[src/rtl/cfs_pkg.sv]
package cfs_pkg;

   typedef enum logic {
      SRC_ONCHIP  = 1'b0,
      SRC_OFFCHIP = 1'b1
   } fetch_src_e;

   typedef struct packed {
      logic in_window;
      logic pulse_start;
      logic cycle_start;
   } phase_hits_t;

endpackage

[src/rtl/cfs_phase_decode.sv]
module cfs_phase_decode
   import cfs_pkg::*;
#(
   parameter int PH_W         = 4,
   parameter int CYCLE_PHASES = 12,
   parameter int NUM_PULSES   = 2,
   parameter int PULSE_OFFSET = 3,
   parameter int PULSE_LEN    = 3
) (
   input  logic [PH_W-1:0] phase_i,
   output phase_hits_t     hits_o
);

   localparam int SPACING  = CYCLE_PHASES / NUM_PULSES;
   localparam int LAST_END = PULSE_OFFSET + (NUM_PULSES - 1) * SPACING + PULSE_LEN;

   if (CYCLE_PHASES > (1 << PH_W)) begin : g_bad_width
      $error("phase counter too narrow for the machine cycle");
   end
   if (PULSE_LEN < 1 || PULSE_LEN > SPACING) begin : g_bad_len
      $error("strobe window must fit inside its share of the cycle");
   end
   if (PULSE_OFFSET < 1 || LAST_END > CYCLE_PHASES) begin : g_bad_offset
      $error("strobe windows must lie inside phases 1..CYCLE_PHASES-1");
   end

   logic [NUM_PULSES-1:0] win_hit;
   logic [NUM_PULSES-1:0] start_hit;

   for (genvar k = 0; k < NUM_PULSES; k++) begin : g_window
      localparam int              START = PULSE_OFFSET + k * SPACING;
      localparam logic [PH_W-1:0] FIRST = PH_W'(START);
      localparam logic [PH_W-1:0] LAST  = PH_W'(START + PULSE_LEN - 1);

      assign win_hit[k]   = (phase_i >= FIRST) && (phase_i <= LAST);
      assign start_hit[k] = (phase_i == FIRST);
   end

   always_comb begin
      hits_o.in_window   = |win_hit;
      hits_o.pulse_start = |start_hit;
      hits_o.cycle_start = (phase_i == '0);
   end

endmodule

[src/rtl/cfs_source_select.sv]
module cfs_source_select
   import cfs_pkg::*;
#(
   parameter int PC_W       = 16,
   parameter int ONCHIP_TOP = 'h1FFF
) (
   input  logic            clk_i,
   input  logic            rst_ni,
   input  logic [PC_W-1:0] pc_i,
   input  logic            onchip_en_i,
   input  logic            eval_i,
   output fetch_src_e      src_now_o,
   output fetch_src_e      src_q_o
);

   localparam logic [PC_W-1:0] TOP_V = PC_W'(ONCHIP_TOP);

   if (PC_W < 2 || PC_W > 32) begin : g_bad_pc
      $error("program counter width out of range");
   end

   always_comb begin
      if (!onchip_en_i || (pc_i > TOP_V)) src_now_o = SRC_OFFCHIP;
      else                                src_now_o = SRC_ONCHIP;
   end

   always_ff @(posedge clk_i) begin
      if (!rst_ni)     src_q_o <= SRC_ONCHIP;
      else if (eval_i) src_q_o <= src_now_o;
   end

   AST_PIN_LOW_OFFCHIP: assert property (@(posedge clk_i) disable iff (!rst_ni)
      (eval_i && !onchip_en_i) |=> (src_q_o == SRC_OFFCHIP));
   AST_BOUNDARY_ONCHIP: assert property (@(posedge clk_i) disable iff (!rst_ni)
      (eval_i && onchip_en_i && (pc_i <= TOP_V)) |=> (src_q_o == SRC_ONCHIP));
   AST_ABOVE_OFFCHIP: assert property (@(posedge clk_i) disable iff (!rst_ni)
      (eval_i && (pc_i > TOP_V)) |=> (src_q_o == SRC_OFFCHIP));
   AST_DECISION_HOLD: assert property (@(posedge clk_i) disable iff (!rst_ni)
      !eval_i |=> $stable(src_q_o));

endmodule

[src/rtl/cfs_strobe_gate.sv]
module cfs_strobe_gate
   import cfs_pkg::*;
#(
   parameter bit OUT_REG = 1'b1
) (
   input  logic       clk_i,
   input  logic       rst_ni,
   input  logic       in_window_i,
   input  logic       cycle_start_i,
   input  fetch_src_e src_i,
   input  logic       xdata_cycle_i,
   output logic       strobe_n_o
);

   logic xdata_q;
   logic xdata_eff;
   logic drive_low;

   always_ff @(posedge clk_i) begin
      if (!rst_ni)            xdata_q <= 1'b0;
      else if (cycle_start_i) xdata_q <= xdata_cycle_i;
   end

   assign xdata_eff = cycle_start_i ? xdata_cycle_i : xdata_q;
   assign drive_low = in_window_i && (src_i == SRC_OFFCHIP) && !xdata_eff;

   if (OUT_REG) begin : g_registered
      logic strobe_q;
      always_ff @(posedge clk_i) begin
         if (!rst_ni) strobe_q <= 1'b1;
         else         strobe_q <= !drive_low;
      end
      assign strobe_n_o = strobe_q;

      AST_XDATA_SILENT: assert property (@(posedge clk_i) disable iff (!rst_ni)
         $past(xdata_eff) |-> strobe_n_o);
      AST_ONCHIP_SILENT: assert property (@(posedge clk_i) disable iff (!rst_ni)
         ($past(src_i) == SRC_ONCHIP) |-> strobe_n_o);
   end else begin : g_combinational
      assign strobe_n_o = !drive_low;

      AST_XDATA_SILENT: assert property (@(posedge clk_i) disable iff (!rst_ni)
         xdata_eff |-> strobe_n_o);
   end

endmodule

[src/rtl/code_fetch_strobe.sv]
module code_fetch_strobe
   import cfs_pkg::*;
#(
   parameter int PH_W         = 4,
   parameter int PC_W         = 16,
   parameter int CYCLE_PHASES = 12,
   parameter int NUM_PULSES   = 2,
   parameter int PULSE_OFFSET = 3,
   parameter int PULSE_LEN    = 3,
   parameter int ONCHIP_TOP   = 'h1FFF,
   parameter bit OUT_REG      = 1'b1
) (
   input  logic            clk_i,
   input  logic            rst_ni,
   input  logic [PH_W-1:0] phase_i,
   input  logic [PC_W-1:0] pc_i,
   input  logic            onchip_en_i,
   input  logic            xdata_cycle_i,
   output logic            fetch_strobe_n_o,
   output logic            fetch_offchip_o
);

   localparam logic [PH_W-1:0] PHASE_LIMIT = PH_W'(CYCLE_PHASES);

   phase_hits_t hits;
   fetch_src_e  src_now;
   fetch_src_e  src_q;
   fetch_src_e  src_win;

   cfs_phase_decode #(
      .PH_W         (PH_W),
      .CYCLE_PHASES (CYCLE_PHASES),
      .NUM_PULSES   (NUM_PULSES),
      .PULSE_OFFSET (PULSE_OFFSET),
      .PULSE_LEN    (PULSE_LEN)
   ) u_decode (
      .phase_i (phase_i),
      .hits_o  (hits)
   );

   cfs_source_select #(
      .PC_W       (PC_W),
      .ONCHIP_TOP (ONCHIP_TOP)
   ) u_select (
      .clk_i       (clk_i),
      .rst_ni      (rst_ni),
      .pc_i        (pc_i),
      .onchip_en_i (onchip_en_i),
      .eval_i      (hits.pulse_start),
      .src_now_o   (src_now),
      .src_q_o     (src_q)
   );

   // The first phase of a window uses the fresh decision, the rest the held one.
   assign src_win = hits.pulse_start ? src_now : src_q;

   cfs_strobe_gate #(
      .OUT_REG (OUT_REG)
   ) u_gate (
      .clk_i         (clk_i),
      .rst_ni        (rst_ni),
      .in_window_i   (hits.in_window),
      .cycle_start_i (hits.cycle_start),
      .src_i         (src_win),
      .xdata_cycle_i (xdata_cycle_i),
      .strobe_n_o    (fetch_strobe_n_o)
   );

   assign fetch_offchip_o = (src_q == SRC_OFFCHIP);

   if (OUT_REG) begin : g_top_checks
      AST_LOW_MEANS_OFFCHIP: assert property (@(posedge clk_i) disable iff (!rst_ni)
         !fetch_strobe_n_o |-> fetch_offchip_o);
      AST_LOW_IN_WINDOW: assert property (@(posedge clk_i) disable iff (!rst_ni)
         !fetch_strobe_n_o |-> $past(hits.in_window));
      AST_SPARE_PHASE_QUIET: assert property (@(posedge clk_i) disable iff (!rst_ni)
         (phase_i >= PHASE_LIMIT) |=> (fetch_strobe_n_o && $stable(fetch_offchip_o)));
   end

   AST_RESET_IDLE: assert property (@(posedge clk_i)
      !rst_ni |=> (fetch_strobe_n_o && !fetch_offchip_o));

endmodule

[config.mk]
export PLATFORM = sky130hd
export DESIGN_NAME = code_fetch_strobe
export DESIGN_NICKNAME = d
export VERILOG_FILES = /design/src/rtl/cfs_pkg.sv /design/src/rtl/cfs_phase_decode.sv /design/src/rtl/cfs_source_select.sv /design/src/rtl/cfs_strobe_gate.sv /design/src/rtl/code_fetch_strobe.sv
export SDC_FILE = /design/constraint.sdc
export NUM_CORES = 1
export LEC_CHECK = 0
export BUFFER_PORTS_ARGS = -buffer_cell sky130_fd_sc_hd__clkbuf_2
export CAP_MARGIN = 20
export CORE_AREA = 2 2 39 41
export CTS_CLUSTER_DIAMETER = 80
export DETAILED_ROUTE_END_ITERATION = 7
export DIE_AREA = 0 0 41 43
export SLEW_MARGIN = 20
export SYNTH_ARGS = -nofsm -noshare
export SYNTH_HDL_FRONTEND = slang
export SYNTH_SLANG_ARGS = --single-unit
[constraint.sdc]
create_clock -name clk_i -period 2.8 [get_ports clk_i]
set_clock_uncertainty 0.05 [all_clocks]
set_input_delay 0.28 -clock clk_i [delete_from_list [all_inputs] [get_ports clk_i]]
set_output_delay 0.28 -clock clk_i [all_outputs]
set_load 0.005 [all_outputs]
==> results of run 1 <==
## cell type report
cell class | count | area, µm²
Sequential cell | 3 | 60.1
Clock buffer | 4 | 26.3
Fill cell | 152 | 1120
Multi-Input combinational cell | 14 | 101
Tap cell | 16 | 20.0
Timing Repair Buffer | 12 | 60.1
## routing by layer
| layer | up-vias | track usage | share of wire |
|---|---|---|---|
| met5 | - | 0 | 0 |
| met3 | 0 | 0.0419 | 0.14 |
| met1 | 75 | 0.0671 | 0.51 |
| li1 | 101 | - | - |
| met4 | 0 | 0.0400 | 0 |
| met2 | 10 | 0.0656 | 0.34 |
## state kept, by name, indices dropped and copies added (netlist names)
name	count
u_gate.xdata_q	1
u_select.src_q_o	1
u_gate.strobe_n_o	1
## through the flow
stage / instances / hold slack (ns) / total power, mW / util / area [µm²]
6_report: 49 / 0.200 / 0.139 / 0.193 / 268
5_1_grt: 49 / 0.212 / 0.150 / 0.193 / 268
4_1_cts: 49 / 0.197 / 0.143 / 0.193 / 268
3_5_place_dp: 45 / 0.433 / 0.0658 / 0.175 / 241
3_3_place_gp: 45 / 0.435 / 0.0656 / 0.175 / 241
2_1_floorplan: 17 / 0.311 / 0.0541 / - / 161
## placed cells by master (no fill, tap or decap), drive strengths merged
| master | synthesis | final |
|---|---|---|
| clkbuf | 0 | 16 |
| dfxtp | 3 | 3 |
| nand2b | 1 | 1 |
| xnor2 | 1 | 1 |
| nor2 | 1 | 1 |
| or4b | 1 | 1 |
| or3 | 1 | 1 |
| o21ai | 1 | 1 |
| a21oi | 1 | 1 |
| o21a | 1 | 1 |
| a211oi | 1 | 1 |
| o2111ai | 1 | 1 |
| nor4 | 1 | 1 |
| mux2i | 1 | 1 |
| nor2b | 1 | 1 |
| o211a | 1 | 1 |
## critical path: cells and delay by family
family | cells | cell delay (ns)
buf+inv | 1 | 0.08
simple gates | 2 | 0.83
compound gates | 1 | 0.13
## worst max path at each step
stage                                       end  slack, ns  depth (start not counted)
global placement    u_select.src_q_o$_SDFF_PN0_       1.28                          4
global route        u_select.src_q_o$_SDFF_PN0_       1.50                          4
finish              u_select.src_q_o$_SDFF_PN0_       1.54                          4
detailed placement  u_select.src_q_o$_SDFF_PN0_       1.28                          4
floorplan           u_select.src_q_o$_SDFF_PN0_       1.42                          3
CTS                 u_select.src_q_o$_SDFF_PN0_       1.53                          4
## logic make-up after synthesis
group / after synthesis / share of synthesized area
and+or+nand+nor: 6 / 0.240
DFF: 3 / 0.372
xor gates and xnor gates: 1 / 0.0543
muxes: 1 / 0.0620
AOI/OAI and AO/OA: 6 / 0.271
## power by group through the flow
stage / clock (mW) / combinational (mW) / sequential (mW)
after detailed placement: 0 / 0.0193 / 0.0464
after floorplan: 0 / 0.00766 / 0.0465
after CTS: 0.0776 / 0.0195 / 0.0458
final: 0.0743 / 0.0192 / 0.0458
after global routing: 0.0816 / 0.0222 / 0.0461
after global placement: 0 / 0.0192 / 0.0464
==> flow_summary.ini, run 1 <==
[clock_tree]
cts_max_level = 1
clock_insertion_delay_worst_skew_ns = 0.23
clk_path_buf_depth = 2
cts_inserted_buffers = 3
cts_root_buf = clkbuf_4
cts_hold_repair.buffers = 0
clk_pin_slew_worst_paths_ns = 0.04
ctsResizeCount = 0
post_cts.repair.setup_buffers = 0
cts.sinks = 3
clock_tree_from_tritoncts = done

[setup_path]
reg2reg_setup_slack_ns = 1.97
start_kind = input pin
timing.critical_path.cells = clkbuf_2 > or4b_1 > or3_1 > o211a_1
timing.critical_path.to_type = flip-flop
timing.rr.start = u_gate.xdata_q$_SDFF_PN0_
required_ns = 2.87
worst_r2r_endpoint = u_gate.strobe_n_o$_SDFF_PN1_
critPathLaunch = pc_i[15]
worst_ep_arrival_time_ns = 1.33
critical_path.slowest_cell = or4b_1
worst-r2r-cell-count = 2
worst_path_largest_cell_delay_ns = 0.50
critical_path_peak_fanout = 2
timing_worst_setup_path_type = in2reg

[timing]
drv_slew = 0
final.setup.worst_slack_ns = 1.54
fin_crit_sh = 0.449
setup_total_negative_slack_ns = 0
relSlewSlack = 0.789
grt_setup_unrepaired = no
fin_crit_ns = 1.26
worst_pin_slew_ns = 0.313
finalHoldViolations = 0
timing.final.setup_violations = 0
max_clock_freq_ghz = 0.795

[synthesis]
yosys_register_bits = 3
synth_nets = 41
ys_dominant_reg_cell = dfxtp_1
yosys_warnings = 0
synth_async_sr_flop_share = 0
yosys.cell_count.top_type = dfxtp_1
synth_edf_count = 0
post_synth.cell_area_avg_um2 = 9.49
mapped_cells = 17
syn-cell-area_um2 = 161
synth.lib_cells_used.distinct = 15
yosys.area.top_type_share = 0.372
ys_top_cells_by_area = dfxtp_1 (37%), mux2i_1 (6.2%), o211a_1 (6.2%), or4b_1 (6.2%), o2111ai_1 (5.4%)
synth.largest_area_cell = dfxtp_1
yosysSeqAreaShare = 0.372

[final_layout]
areaGrowthSynthToFinish_pct = 65.9
num_antenna_cells = 0
final_layout_size_suffix_gt1_frac = 0.455
finish.net_count = 58

[worst_hold_path]
min-delay-path-class = in2reg
worstHoldStart = rst_ni
min_delay_path_depth = 2
worstHoldEndpoint = u_gate.strobe_n_o$_SDFF_PN1_

[global_routing]
antenna_found_initial = 0
wire_length_of_the_first_global_routing_pass_um = 634
grt_start_max_net_pins = 6
grt_overflow = 0
first_global_vias = 191
grt.total_usage = 0.0561

[run]
max_cap_viol_count = 0

[drt]
wirelength_um = 392
firstDrtPassIters = 1
detail_route.drc_violations = 0
routed-via-count = 186
avgViaCountPerCell = 3.80
detail_route.wl_per_cell_um = 8.00
dr.first_iter.drc_count = 0
ant_nets = 0

[power_and_ir_drop]
pwr-share-seq = 0.329
clock_power_share = 0.533
static_leakage_power_nw = 0.122
power.switching_mw = 0.0303
comb_power_share = 0.138
ir_drop_uv = 163
power.density_nw_per_um2 = 521
internal_power_mw = 0.109
switching_share = 0.218

[die]
floorplan_core_area_um2 = 1380
i_o_pin_total = 26
std_cell_rows = 14
die_w_um = 41
start_util = 0.117
die_h_um = 43
fp.dieArea_um2 = 1760

[status]
outcome = finished clean

[place]
placer_congestion = 0.560
detailed_place_hpwl_um = 322
placement.setup.worst_slack_ns = 1.28
io_buffers = 12
Note: power is estimated with default switching activity, not from simulation.
==> run 2, diff against run 1 <==
Settings changed: ABC_AREA from default to 1.
Clock period 2.8 ns to 1 ns, I/O delays scaled along.
==> run 2 against run 1 <==
Net effect:
- global-route usage is 1.8 points higher
- first-iteration DRC count is 4 higher
- non-clock buffer count stayed put
- largest power group unchanged
- design area up 19%
- critical path type is now reg2reg
- utilization is 3.7 points higher
- worst hold slack got worse by 0.16 ns
- sequential power grew to 2.8 times the previous value
- area after synthesis is 32% higher
- flip-flop and latch count is the same
==> flow_summary.ini, run 2 <==
[status]
outcome = finished clean

[timing]
timing.final.setup_violations = 0
fin_crit_ns = 0.855
drv_slew = 0
grt_setup_unrepaired = no
max_clock_freq_ghz = 1.17
fin_crit_sh = 0.855
final.setup.worst_slack_ns = 0.145
final.hold.worst_slack_ns = 0.0367
finalHoldViolations = 0
worst_pin_slew_ns = 0.161
relSlewSlack = 0.892
setup_total_negative_slack_ns = 0

[place]
detailed_place_hpwl_um = 360
placer_congestion = 0.692
numPlacedInstances = 63
io_buffers = 12
placement.setup.worst_slack_ns = 0.0922

[power_and_ir_drop]
comb_power_share = 0.168
p_total_mw = 0.412
ir_drop_uv = 239
pwr-share-seq = 0.310
static_leakage_power_nw = 0.184
clock_power_share = 0.522
power.density_nw_per_um2 = 1290
power.switching_mw = 0.104
switching_share = 0.253
internal_power_mw = 0.308

[setup_path]
timing.critical_path.cells = clkinv_1 > nand3_2 > nand2_2 > nor2_2 > nand2_2
worst_ep_arrival_time_ns = 0.93
required_ns = 1.07
critical_path.slowest_cell = dfxtp_1
worst_path_largest_cell_delay_ns = 0.34
timing.critical_path.to_type = flip-flop
timing_worst_setup_path_type = reg2reg
critPathTopFamily = flip-flops
start_kind = flip-flop
critical-path-top-cell-by-count = nand2_2
critical_path_peak_fanout = 2
cp_num_buf_inv = 1

[synthesis]
synth.largest_area_cell = dfxtp_1
yosys.area.top_type_share = 0.282
synth_top_family_by_area = simple AND/OR/NAND/NOR gates
syn-cell-area_um2 = 213
post_synth_fa_ha_maj_area_fraction = 0
ys_top_cells_by_area = dfxtp_1 (28%), nand2_2 (12%), inv_1 (11%), nand2_1 (11%), nor2_1 (8.8%)
synth_edf_count = 0
synth_async_sr_flop_share = 0
synth-xor-area-share = 0
synth.lib_cells_used.distinct = 13
ys_dominant_reg_cell = dfxtp_1
synth.mux.area_fraction = 0
yosys_warnings = 0
yosys_register_bits = 3
synth_simple_gate_area_frac = 0.529
synth_nets = 59
mapped_cells = 35
post_synth_most_frequent_cells = inv_1 (6), nand2_1 (6), nor2_1 (5)
post_synth.cell_area_avg_um2 = 6.08
yosysSeqAreaShare = 0.282
synth_compound_area_frac = 0.0471

[clock_tree]
cts_max_level = 1
clock_tree_from_tritoncts = done
cts_root_buf = clkbuf_4
cts_inserted_buffers = 3
cts.sinks = 3
clk_path_buf_depth = 2
ctsResizeCount = 0
clock_insertion_delay_worst_skew_ns = 0.23
clk_pin_slew_worst_paths_ns = 0.04
post_cts.repair.setup_buffers = 0
cts_hold_repair.buffers = 0

[final_layout]
post_layout_nonfiller_instances = 67
areaGrowthSynthToFinish_pct = 50.0
layout.cells.most_common = clkbuf_2
final_layout_size_suffix_gt1_frac = 0.471
finish.net_count = 76
num_antenna_cells = 0
mostFrequentLayoutCells = clkbuf_2 (12), inv_1 (6), nand2_1 (6), nor2_1 (5), nand2_2 (4)

[global_routing]
wire_length_of_the_first_global_routing_pass_um = 807
grt.total_usage = 0.0741
grt_start_max_net_pins = 6
antenna_found_initial = 0
grt_overflow = 0
first_global_vias = 211

[run]
max_cap_viol_count = 0

[die]
i_o_pin_total = 26
die_w_um = 41
die_h_um = 43
fp.dieArea_um2 = 1760
start_util = 0.154
std_cell_rows = 14
floorplan_core_area_um2 = 1380

[drt]
routed-via-count = 235
dr.first_iter.drc_count = 4
ant_nets = 0
detail_route.drc_violations = 0
avgViaCountPerCell = 3.51
detail_route.wl_per_cell_um = 6.42
firstDrtPassIters = 4
wirelength_um = 430

[worst_hold_path]
min-delay-path-class = in2reg
## run 2: cell count changes after synthesis, moves of 2 or more
cell	delta
inv_1	+6
nand2_1	+6
nand2_2	+4
nor2_1	+4
nor2_2	+3
nand3_1	+2
## run 2: worst register-to-register path, stage by stage, from the launching register on
cell and delay, ns:
dfxtp_1 0.34, clkinv_1 0.08, nand3_2 0.08, nand2_2 0.05
nor2_2 0.10, nand2_2 0.05
## run 2: area by class of cell
type / instances / area, µm²
Multi-Input combinational cell: 24 / 123
Sequential cell: 3 / 60.1
Fill cell: 156 / 1060
Clock buffer: 4 / 26.3
Tap cell: 16 / 20.0
Timing Repair Buffer: 12 / 60.1
Inverter: 8 / 30.0
## run 2: path summary, 6_finish.rpt
kind	slack, ns	end	startpoint	depth (start not counted)
worst min-delay path	0.04	u_gate.xdata_q$_SDFF_PN0_	rst_ni	3
worst min register to register	0.48	u_gate.xdata_q$_SDFF_PN0_	u_gate.xdata_q$_SDFF_PN0_	4
worst max-delay path	0.14	u_gate.strobe_n_o$_SDFF_PN1_	u_select.src_q_o$_SDFF_PN0_	5
worst max register to register	0.14	u_gate.strobe_n_o$_SDFF_PN1_	u_select.src_q_o$_SDFF_PN0_	5
## run 2: metal layers
| layer | wire [µm] | track usage | part of all wire | vias to the layer above |
|---|---|---|---|---|
| met5 | 0 | 0 | 0 | - |
| met1 | 193 | 0.0863 | 0.45 | 89 |
| met4 | 0 | 0.100 | 0 | 0 |
| li1 | - | - | - | 135 |
| met3 | 50 | 0.0314 | 0.12 | 0 |
| met2 | 186 | 0.0813 | 0.43 | 11 |
## run 2: through the flow
step                utilization  cell area [µm²]
floorplan                     -              213
global placement          0.212              293
detailed placement        0.212              293
CTS                       0.231              319
global route              0.231              319
finish                    0.231              319
## run 2: cells by family after synthesis
logic type | after synthesis
and+or+nand+nor | 22
buffers and inverters | 8
DFF | 3
AOI/OAI and AO/OA | 2
## run 2: power by group through the flow
stage          Sequential [mW]  Combinational [mW]  Clock, mW
2_1_floorplan            0.130              0.0369          0
3_3_place_gp             0.129              0.0687          0
3_5_place_dp             0.130              0.0702          0
4_1_cts                  0.128              0.0704      0.227
5_1_grt                  0.128              0.0823      0.246
6_report                 0.128              0.0692      0.215
==> run 3, diff against run 2 <==
Settings changed: RECOVER_POWER from default to 100.
==> run 3 against run 2 <==
Net effect:
- via count is 0.43% lower
- routed wire length grew 1.9%
- sequential power is essentially flat
- worst setup slack worse by 0.011 ns
- sequential share of layout area rose by 0.45 points
- highest routed layer unchanged
- global-route usage is the same
- worst hold slack gained 0.0032 ns
- total power fell by 1.1%
- critical path depth stayed put
- flip-flop and latch count unchanged
- utilization down 0.54 points
==> flow_summary.ini, run 3 (synthesized netlist as in run 2, its figures left out) <==
[setup_path]
start_kind = flip-flop
required_ns = 1.07
reg2reg_setup_slack_ns = 0.13
timing.rr.start = u_select.src_q_o$_SDFF_PN0_
worst_ep_arrival_time_ns = 0.94
worst-r2r-cell-count = 5
timing.critical_path.to_type = flip-flop
worst_r2r_endpoint = u_gate.strobe_n_o$_SDFF_PN1_
critPathLaunch = u_select.src_q_o$_SDFF_PN0_
setup.worst_path.end = u_gate.strobe_n_o$_SDFF_PN1_
timing_worst_setup_path_type = reg2reg
critical_path_peak_fanout = 2

[power_and_ir_drop]
clock_power_share = 0.523
internal_power_mw = 0.306
ir_drop_uv = 234
pwr-share-seq = 0.313
static_leakage_power_nw = 0.172
comb_power_share = 0.164
switching_share = 0.250
power.switching_mw = 0.102
power.density_nw_per_um2 = 1310

[drt]
avgViaCountPerCell = 3.49
dr.first_iter.drc_count = 2
firstDrtPassIters = 4
routed-via-count = 234
wirelength_um = 438
ant_nets = 0
detail_route.wl_per_cell_um = 6.54
detail_route.drc_violations = 0

[timing]
max_clock_freq_ghz = 1.15
drv_slew = 0
fin_crit_sh = 0.866
fin_crit_ns = 0.866
grt_setup_unrepaired = no
setup_total_negative_slack_ns = 0
final.setup.worst_slack_ns = 0.134
timing.final.setup_violations = 0
finalHoldViolations = 0
relSlewSlack = 0.888
worst_pin_slew_ns = 0.169

[global_routing]
wire_length_of_the_first_global_routing_pass_um = 807
grt.total_usage = 0.0741
antenna_found_initial = 0
grt_start_max_net_pins = 6
first_global_vias = 211
grt_overflow = 0

[clock_tree]
clk_pin_slew_worst_paths_ns = 0.04
cts_inserted_buffers = 3
clock_tree_from_tritoncts = done
ctsResizeCount = 0
post_cts.repair.setup_buffers = 0
cts_root_buf = clkbuf_4
cts.sinks = 3
clock_insertion_delay_worst_skew_ns = 0.23
cts_hold_repair.buffers = 0
cts_max_level = 1
clk_path_buf_depth = 2

[die]
floorplan_core_area_um2 = 1380
die_w_um = 41
die_h_um = 43
fp.dieArea_um2 = 1760
std_cell_rows = 14
i_o_pin_total = 26
start_util = 0.154

[run]
max_cap_viol_count = 0

[worst_hold_path]
min_delay_path_depth = 3
min-delay-path-class = in2reg

[final_layout]
finish.net_count = 76
multi_input_comb_area_um2 = 118
final_layout_size_suffix_gt1_frac = 0.392
mostFrequentLayoutCells = clkbuf_2 (10), inv_1 (6), nand2_1 (6), nor2_1 (5), nand2_2 (4)
areaGrowthSynthToFinish_pct = 46.5
post_layout_nonfiller_instances = 67
num_antenna_cells = 0
layout.cells.most_common = clkbuf_2
fill_cells = 159
final_area_um2 = 312
sequential_cell_area_in_the_final_layout_um2 = 60.1

[status]
outcome = finished clean

[place]
placement.setup.worst_slack_ns = 0.0922
place_area_um2 = 293
detailed_place_hpwl_um = 360
numPlacedInstances = 63
placer_congestion = 0.692
io_buffers = 12
[run 3: routing by layer]
metal	wire length (µm)	track usage	vias up
met1	201	0.0863	88
met2	183	0.0813	11
met4	0	0.100	0
met5	0	0	-
met3	53	0.0314	0
li1	-	-	135
[run 3: stage by stage]
stage	util	total power, mW	hold slack (ns)
after global routing	0.225	0.454	0.0498
after CTS	0.231	0.426	0.0274
after floorplan	-	0.167	0.162
after global placement	0.212	0.198	0.284
final	0.225	0.408	0.0399
after detailed placement	0.212	0.200	0.282
[run 3: power groups by stage]
stage | Sequential, mW | Clock (mW) | Combinational (mW)
2_1_floorplan | 0.130 | 0 | 0.0369
6_report | 0.128 | 0.213 | 0.0668
3_5_place_dp | 0.130 | 0 | 0.0702
4_1_cts | 0.128 | 0.227 | 0.0704
5_1_grt | 0.128 | 0.246 | 0.0799
3_3_place_gp | 0.129 | 0 | 0.0687
[run 3: worst min path at each step]
stage          startpoint                         to  slack [ns]
3_3_place_gp       rst_ni  u_gate.xdata_q$_SDFF_PN0_        0.28
6_report           rst_ni  u_gate.xdata_q$_SDFF_PN0_        0.04
3_5_place_dp       rst_ni  u_gate.xdata_q$_SDFF_PN0_        0.28
5_1_grt            rst_ni  u_gate.xdata_q$_SDFF_PN0_        0.05
4_1_cts            rst_ni  u_gate.xdata_q$_SDFF_PN0_        0.03
2_1_floorplan      rst_ni  u_gate.xdata_q$_SDFF_PN0_        0.16
[run 3: cell type report]
class	instances	area share
Multi-Input combinational cell	24	0.378
Sequential cell	3	0.193
Timing Repair Buffer	12	0.185
Inverter	8	0.0964
Clock buffer	4	0.0843
Tap cell	16	0.0643
[run 3: critical path: stages (launching register included)]
cell	delay, ns
dfxtp_1	0.33
clkinv_1	0.08
nand3_1	0.09
nand2_2	0.05
nor2_2	0.10
nand2_2	0.05
